**config.mk**
```make
export PLATFORM = sky130hd
export DESIGN_NAME = gts_tx_ctrl
export DESIGN_NICKNAME = d
export VERILOG_FILES = /design/src/rtl/gts_pkg.sv /design/src/rtl/gts_txbuf.sv /design/src/rtl/gts_engine.sv /design/src/rtl/gts_tx_ctrl.sv
export SDC_FILE = /design/constraint.sdc
export NUM_CORES = 2
export LEC_CHECK = 0
export CORE_MARGIN = 5
export CORE_UTILIZATION = 65
export CTS_CLUSTER_SIZE = 24
export DETAILED_ROUTE_END_ITERATION = 10
export DONT_BUFFER_PORTS = 1
export PLACE_DENSITY = 0.8
export REMOVE_ABC_BUFFERS = 1
export SLEW_MARGIN = 10
export SYNTH_ARGS = -nofsm -noshare
export SYNTH_HDL_FRONTEND = slang
export SYNTH_HIERARCHICAL = 1
export SYNTH_SLANG_ARGS = --single-unit
```
**constraint.sdc**
```tcl
create_clock -name clk -period 11.8 [get_ports clk]
set_clock_uncertainty 0.2 [all_clocks]
set_input_delay 1.18 -clock clk [delete_from_list [all_inputs] [get_ports clk]]
set_output_delay 1.18 -clock clk [all_outputs]
set_load 0.01 [all_outputs]
```
**src/rtl/gts_pkg.sv**
```systemverilog
package gts_pkg;
  localparam int NBUF      = 2;
  localparam int AW        = 9;
  localparam int BUF_BASE  = 'h100;
  localparam int CTL_ADDR  = 'h010;
  localparam int STAT_ADDR = 'h020;
  localparam int IRQ_ADDR  = 'h021;
  localparam int SELW      = (NBUF > 1) ? $clog2(NBUF) : 1;

  typedef struct packed {
    logic [1:0] retry;
    logic [2:0] slot;
    logic       ackreq;
    logic       sec;
    logic       launch;
  } ctl_t;

  typedef enum logic [2:0] {
    E_IDLE, E_WAIT, E_START, E_SEND, E_END, E_ACKW, E_DONE
  } eng_st_t;
endpackage

```
**src/rtl/gts_txbuf.sv**
```systemverilog
module gts_txbuf
  import gts_pkg::*;
#(
  parameter int DEPTH = 128,
  localparam int OW = $clog2(DEPTH)
) (
  input  logic          clk,
  input  logic          rst_n,
  input  logic          mem_we,
  input  logic [OW-1:0] mem_off,
  input  logic [7:0]    wdata,
  input  logic          ctl_we,
  input  logic [OW-1:0] eng_off,
  output logic [7:0]    eng_byte,
  input  logic [OW-1:0] host_off,
  output logic [7:0]    host_byte,
  output logic [7:0]    len_byte,
  output ctl_t          ctl,
  output logic          busy,
  input  logic          done,
  input  logic [1:0]    done_retry
);
  logic [7:0] mem [DEPTH];

  always_ff @(posedge clk) begin
    if (mem_we && !busy) mem[mem_off] <= wdata;
  end

  assign eng_byte  = mem[eng_off];
  assign host_byte = mem[host_off];
  assign len_byte  = mem[1];

  always_ff @(posedge clk) begin
    if (!rst_n) begin
      ctl  <= '0;
      busy <= 1'b0;
    end else if (done) begin
      busy      <= 1'b0;
      ctl.retry <= done_retry;
    end else if (ctl_we && !busy) begin
      ctl  <= ctl_t'({wdata[7:1], 1'b0});
      busy <= wdata[0];
    end
  end

  // a locked control byte only changes at completion
  p_ctl_lock_r10: assert property (@(posedge clk) disable iff (!rst_n)
    busy && !done |=> $stable(ctl));
  // launch write locks the buffer and the launch bit reads 0
  p_launch_r3: assert property (@(posedge clk) disable iff (!rst_n)
    ctl_we && wdata[0] && !busy && !done |=> busy && !ctl.launch);
endmodule

```
**src/rtl/gts_engine.sv**
```systemverilog
module gts_engine
  import gts_pkg::*;
#(
  parameter int SW      = 16,
  parameter int ACK_TO  = 54,
  parameter int FIT_OVH = 12,
  localparam int CW = $clog2(ACK_TO + 1)
) (
  input  logic                      clk,
  input  logic                      rst_n,
  input  logic [NBUF-1:0]           pend,
  input  logic [NBUF-1:0][2:0]      slot,
  input  logic [NBUF-1:0]           ackreq,
  input  logic [NBUF-1:0][1:0]      rlim,
  input  logic [NBUF-1:0][7:0]      len_b,
  input  logic [7:0]                rd_byte,
  output logic [7:0]                rd_idx,
  output logic [SELW-1:0]           sel,
  input  logic                      cfp_active,
  input  logic [2:0]                cur_slot,
  input  logic [SW-1:0]             slot_left,
  input  logic                      chan_busy,
  input  logic                      ack_rx,
  output logic                      tx_start,
  output logic                      tx_valid,
  input  logic                      tx_ready,
  output logic [7:0]                tx_data,
  output logic                      tx_end,
  output logic                      done_v,
  output logic                      done_ok,
  output logic                      done_fnt,
  output logic                      done_cca,
  output logic [1:0]                done_used
);
  eng_st_t         st;
  logic [CW-1:0]   cnt;
  logic [NBUF-1:0] cand;
  logic [SELW-1:0] pick;
  logic            found;
  logic [SW:0]     need;
  logic            fit;
  logic [7:0]      last;

  always_comb begin
    for (int i = 0; i < NBUF; i++)
      cand[i] = pend[i] && cfp_active && (slot[i] == cur_slot) &&
                ((st == E_IDLE) || ((st == E_WAIT) && (sel == SELW'(i))));
    found = 1'b0;
    pick  = '0;
    for (int i = NBUF - 1; i >= 0; i--)
      if (cand[i]) begin
        found = 1'b1;
        pick  = SELW'(i);
      end
  end

  assign need = {{(SW-8){1'b0}}, len_b[pick], 1'b0} + (SW+1)'(FIT_OVH);
  assign fit  = need <= {1'b0, slot_left};
  assign last = len_b[sel] + 8'd1;

  assign tx_start = (st == E_START);
  assign tx_valid = (st == E_SEND);
  assign tx_end   = (st == E_END);
  assign tx_data  = rd_byte;
  assign done_v   = (st == E_DONE);

  always_ff @(posedge clk) begin
    if (!rst_n) begin
      st <= E_IDLE; sel <= '0; rd_idx <= '0; cnt <= '0; done_used <= '0;
      done_ok <= 1'b0; done_fnt <= 1'b0; done_cca <= 1'b0;
    end else begin
      case (st)
        E_IDLE, E_WAIT: if (found) begin
          sel <= pick;
          if (st == E_IDLE) done_used <= '0;
          done_ok <= 1'b0; done_fnt <= 1'b0; done_cca <= 1'b0;
          if (!fit) begin
            done_fnt <= 1'b1; st <= E_DONE;
          end else if (chan_busy) begin
            done_cca <= 1'b1; st <= E_DONE;
          end else begin
            rd_idx <= 8'd2; st <= E_START;
          end
        end
        E_START: st <= (len_b[sel] == 8'd0) ? E_END : E_SEND;
        E_SEND: if (tx_ready) begin
          if (rd_idx == last) st <= E_END;
          else rd_idx <= rd_idx + 8'd1;
        end
        E_END: begin
          cnt <= '0;
          if (ackreq[sel]) st <= E_ACKW;
          else begin done_ok <= 1'b1; st <= E_DONE; end
        end
        E_ACKW: if (ack_rx) begin
          done_ok <= 1'b1; st <= E_DONE;
        end else if (cnt == CW'(ACK_TO - 1)) begin
          if (done_used < rlim[sel]) begin
            done_used <= done_used + 2'd1; st <= E_WAIT;
          end else st <= E_DONE;
        end else cnt <= cnt + 1'b1;
        E_DONE: st <= E_IDLE;
        default: st <= E_IDLE;
      endcase
    end
  end

  // stalled byte is held
  p_hold_r11: assert property (@(posedge clk) disable iff (!rst_n)
    tx_valid && !tx_ready |=> tx_valid && $stable(tx_data));
  // a frame starts only after a cycle in its own slot of the free period
  p_slot_r4: assert property (@(posedge clk) disable iff (!rst_n)
    tx_start |-> $past(cfp_active) && ($past(cur_slot) == slot[sel]));
  // retries used never exceed the limit
  p_retry_r7: assert property (@(posedge clk) disable iff (!rst_n)
    (st != E_IDLE) |-> (done_used <= rlim[sel]));
  // strobes and bytes never overlap
  p_strobe_r1: assert property (@(posedge clk) disable iff (!rst_n)
    $countones({tx_start, tx_valid, tx_end}) <= 1);
endmodule

```
**src/rtl/gts_tx_ctrl.sv**
```systemverilog
module gts_tx_ctrl
  import gts_pkg::*;
#(
  parameter int BUF_DEPTH = 128,
  parameter int ACK_TO    = 54,
  parameter int FIT_OVH   = 12,
  parameter int SLOT_W    = 16
) (
  input  logic              clk,
  input  logic              rst_n,
  input  logic              host_we,
  input  logic [AW-1:0]     host_waddr,
  input  logic [7:0]        host_wdata,
  input  logic [AW-1:0]     host_raddr,
  output logic [7:0]        host_rdata,
  output logic              irq,
  input  logic              cfp_active,
  input  logic [2:0]        cur_slot,
  input  logic [SLOT_W-1:0] slot_left,
  input  logic              chan_busy,
  input  logic              ack_rx,
  output logic              tx_start,
  output logic              tx_valid,
  input  logic              tx_ready,
  output logic [7:0]        tx_data,
  output logic              tx_end
);
  localparam int OW = $clog2(BUF_DEPTH);

  logic [NBUF-1:0]          busy;
  ctl_t [NBUF-1:0]          ctl;
  logic [NBUF-1:0][7:0]     len_b, eng_b, host_b;
  logic [NBUF-1:0][2:0]     slot;
  logic [NBUF-1:0]          ackreq;
  logic [NBUF-1:0][1:0]     rlim;
  logic [7:0]               rd_idx;
  logic [SELW-1:0]          sel;
  logic                     done_v, done_ok, done_fnt, done_cca;
  logic [1:0]               done_used;
  logic [7:0]               stat_q, irq_q;

  for (genvar g = 0; g < NBUF; g++) begin : g_buf
    localparam int BASE = BUF_BASE + g * BUF_DEPTH;
    logic hit_w, c_we;
    assign hit_w = host_we && (int'(host_waddr) >= BASE) && (int'(host_waddr) < BASE + BUF_DEPTH);
    assign c_we  = host_we && (int'(host_waddr) == CTL_ADDR + g);
    assign slot[g]   = ctl[g].slot;
    assign ackreq[g] = ctl[g].ackreq;
    assign rlim[g]   = ctl[g].retry;

    gts_txbuf #(.DEPTH(BUF_DEPTH)) i_buf (
      .clk, .rst_n,
      .mem_we(hit_w), .mem_off(host_waddr[OW-1:0]), .wdata(host_wdata),
      .ctl_we(c_we), .eng_off(rd_idx[OW-1:0]), .eng_byte(eng_b[g]),
      .host_off(host_raddr[OW-1:0]), .host_byte(host_b[g]),
      .len_byte(len_b[g]), .ctl(ctl[g]), .busy(busy[g]),
      .done(done_v && (sel == SELW'(g))), .done_retry(done_used)
    );
  end

  gts_engine #(.SW(SLOT_W), .ACK_TO(ACK_TO), .FIT_OVH(FIT_OVH)) i_eng (
    .clk, .rst_n, .pend(busy), .slot, .ackreq, .rlim, .len_b,
    .rd_byte(eng_b[sel]), .rd_idx, .sel,
    .cfp_active, .cur_slot, .slot_left, .chan_busy, .ack_rx,
    .tx_start, .tx_valid, .tx_ready, .tx_data, .tx_end,
    .done_v, .done_ok, .done_fnt, .done_cca, .done_used
  );

  always_ff @(posedge clk) begin
    if (!rst_n) begin
      stat_q <= '0;
      irq_q  <= '0;
    end else begin
      if (host_we && (int'(host_waddr) == IRQ_ADDR))
        irq_q <= irq_q & ~(host_wdata & 8'h06);
      if (done_v) begin
        stat_q[int'(sel) + 1] <= done_ok;
        stat_q[int'(sel) + 3] <= done_fnt;
        stat_q[5]             <= done_cca;
        irq_q[int'(sel) + 1]  <= 1'b1;
      end
    end
  end

  assign irq = |irq_q;

  always_comb begin
    host_rdata = '0;
    if (int'(host_raddr) == STAT_ADDR) host_rdata = stat_q;
    if (int'(host_raddr) == IRQ_ADDR)  host_rdata = irq_q;
    for (int i = 0; i < NBUF; i++) begin
      if (int'(host_raddr) == CTL_ADDR + i) host_rdata = ctl[i];
      if ((int'(host_raddr) >= BUF_BASE + i * BUF_DEPTH) &&
          (int'(host_raddr) < BUF_BASE + (i + 1) * BUF_DEPTH))
        host_rdata = host_b[i];
    end
  end

  // every completion raises the interrupt
  p_irq_r8: assert property (@(posedge clk) disable iff (!rst_n)
    done_v |=> irq);
endmodule

```
==> results.toml <==
[worst_setup_path]
path_max_fanout = 104
endpoint = "tx_data[7]"
critPathKind = "reg2out"
worst-endpoint-required_ns = 10.42
rr_worst_depth = 18
crit_path_end_kind = "primary output"
r2r-start = "i_eng/st[0]"
rrSetupSlack_ns = 6.47
cp-startpoint = "i_eng/rd_idx[0]"
cp.arrival_ns = 5.80
timing.rr.end = "i_eng/rd_idx[1]"
cp-start-kind = "register"

[clock_network]
hold_buffers = 0
cts_sinks = 2094
cts_max_path_buffers = 3
path_clk_slew_ns = 0.06
htree_levels = 4
clkLatencyLatePin_ns = 0.84
ctsRootBufferMaster = "clkbuf_16"
tritoncts.num_buffers = 207
postCtsSetupBuffers = 0
cts_resized = 0
cts_tree = "done"

[outcome]
status = "complete, but fails checks"
violations = "slew limit"

[routing]
first_pass_iters = 6
ant_nets = 0
via_per_inst = 7.87
post_drt_wl_per_cell_um = 39.9
num_vias = 52600
drtIter0Drc = 8454
drcViolationCount = 0
finalWirelength_mm = 267

[finish]
layout_commonest_cell = "edfxtp_1"
final_cell_mix = "edfxtp_1 (2048), mux4_2 (1344), nor2_1 (290)"
n_fill_cell = 8902
finalNetCount = 4553
syn_to_final_growth_pct = 8.06
drive_gt1_share_pct = 37.5
final_cells = 6684

[floorplan]
boundaryPins = 72
coreArea_um2 = 152000
die_width_um = 400
dieArea_um2 = 160000
start_util_pct = 65.2
die_h_um = 400
core.rowCount = 143

[timing]
fmax_mhz = 139
fin_crit_ns = 7.18
setup-violations-final = 0
drv_slew = 431
worst_slew_pin_slew_ns = 3.04
maxSlewHeadroom_pct = -103
finalHoldViolations = 0
rsz0062_at_grt = "false"
tns_ns = 0
finalCritPeriodShare_pct = 60.8

[global_routing]
antenna_found_initial = 9
grt_pass1_wl_mm = 383
grt_pass1_vias = 52900
track_usage_pct = 33.4
gr-total-overflow = 0
grt_max_degree = 524

[logic_synthesis]
synthAdderAreaFrac_pct = 0.202
synth-compound-area-share_pct = 0.733
synth_cells = 4582
ys.flop_type = "edfxtp_1"
yosysUniqueCellTypes = 78
ys_ff_latch = 2094
synth_xor_area_share_pct = 0.230
syn_avg_cell_area_um2 = 21.6
synth-edff-count = 2048
synth-simple-area-share_pct = 2.58
muxShareOfSynthArea_pct = 31.4
netlist_area_um2 = 99000
synth_top_family_by_area = "multiplexers"
async_flop_share_pct = 0
seq_area_frac_synth_pct = 63.1
ys_warn_count = 6

[placed_design]
hpwl_mm = 151
post-place-cells = 6302
numPortBuffers = 0
place.gp.congestion = 0.914

[power_and_ir_drop]
power.density_nw_per_um2 = 142
power.total_mw = 15.2
p_leak_nw = 31.2
ir_drop_mv = 0.143

[flow_run]
drv_cap = 0

[worst_hold_path]
hold_path_class = "in2reg"
==> worst max-delay path, stage by stage, from the launching register on <==
cell and delay [ns]:
dfxtp_4 0.75, buf_12 0.59, buf_4 0.89, mux4_2 0.62, mux4_2 0.52, mux4_2 0.51
mux2_2 0.40, mux2_2 0.37
==> metal layers <==
layer  wire, µm  part of all wire (%)  track usage (%)  vias to the layer above
met1      89100                    33             46.2                    27600
met4      12600                   4.7             13.4                       10
met2     125000                    47             50.0                     4277
met5         64                 0.024                0                        -
li1           -                     -                -                    20000
met3      39900                    15             11.7                      670
==> registers in the layout, summed over array words and instances, names as in the netlist <==
signal / count
g_buf.i_buf/busy: 2
g_buf.i_buf/ctl: 14
g_buf.i_buf/mem: 2048
i_eng/cnt: 6
i_eng/done_cca: 1
i_eng/done_fnt: 1
i_eng/done_ok: 1
i_eng/done_used: 2
i_eng/rd_idx: 8
i_eng/sel: 1
i_eng/st: 3
irq_q: 2
stat_q: 5
==> synth_stat cells (all sizes together), types with 8 or more instances <==
master / n / share of area, %
edfxtp: 2048 / 62
mux4: 1344 / 31
nor2: 291 / 1.1
buf: 213 / 1.2
clkbuf: 138 / 0.52
nand2: 73 / 0.28
dfxtp: 46 / 0.93
mux2: 42 / 0.48
mux2i: 36 / 0.36
nor2b: 35 / 0.22
a21oi: 31 / 0.16
nand3: 28 / 0.15
o21ai: 24 / 0.12
inv: 18 / 0.068
xnor2: 17 / 0.15
ha: 16 / 0.20
nand4: 16 / 0.11
nor3: 15 / 0.081
and3: 11 / 0.070
nor3b: 9 / 0.068
xor2: 9 / 0.080
nand2b: 8 / 0.051
nand3b: 8 / 0.073
==> stage by stage <==
step	setup WS, ns	hold slack (ns)	utilization, %	cell area, µm²
after CTS	4.55	0.232	70.4	107000
after floorplan	-12.56	0.243	-	97300
after global routing	4.29	0.238	70.5	107000
after global placement	5.46	0.259	66.1	100000
final	4.62	0.263	70.5	107000
after detailed placement	5.46	0.269	66.1	100000
==> cell families (layout without fill, tap and decap cells) <==
kind of cell / count (synthesis) / count (layout)
DFF: 2094 / 2094
muxes: 1422 / 1422
and+or+nand+nor: 540 / 540
buffers and inverters: 370 / 436
AOI/OAI and AO/OA: 112 / 112
xor gates and xnor gates: 26 / 26
adders and majority gates: 16 / 16
other: 2 / 8
==> how the worst min path moves through the flow <==
| stage | from | endpoint | slack, ns | depth (start not counted) |
|---|---|---|---|---|
| global placement | stat_q[2] | stat_q[2] | 0.26 | 2 |
| CTS | host_wdata[1] | g_buf[0].i_buf/mem[92][1] | 0.23 | 0 |
| detailed placement | stat_q[2] | stat_q[2] | 0.27 | 2 |
| floorplan | stat_q[4] | stat_q[4] | 0.24 | 2 |
| global route | host_wdata[7] | g_buf[0].i_buf/mem[82][7] | 0.24 | 0 |
| finish | host_wdata[1] | g_buf[0].i_buf/mem[89][1] | 0.26 | 0 |
==> final cells by class <==
cell class	instances	area [µm²]	share of cell area [%]
antenna	6	15.0	0.0140
clock buffer	244	5450	5.09
clock inverter	128	1120	1.05
inverter	18	67.6	0.0632
multi-input combinational	2118	34800	32.6
sequential	2094	62400	58.4
tap	2030	2540	2.37
timing repair buffer	46	488	0.456
==> power by group <==
group	internal, mW	switching [mW]
logic	0.297	0.231
registers	8.17	0.00414
clock network	3.70	2.76
total	12.2	2.99
(Power assumes the default switching activity.)
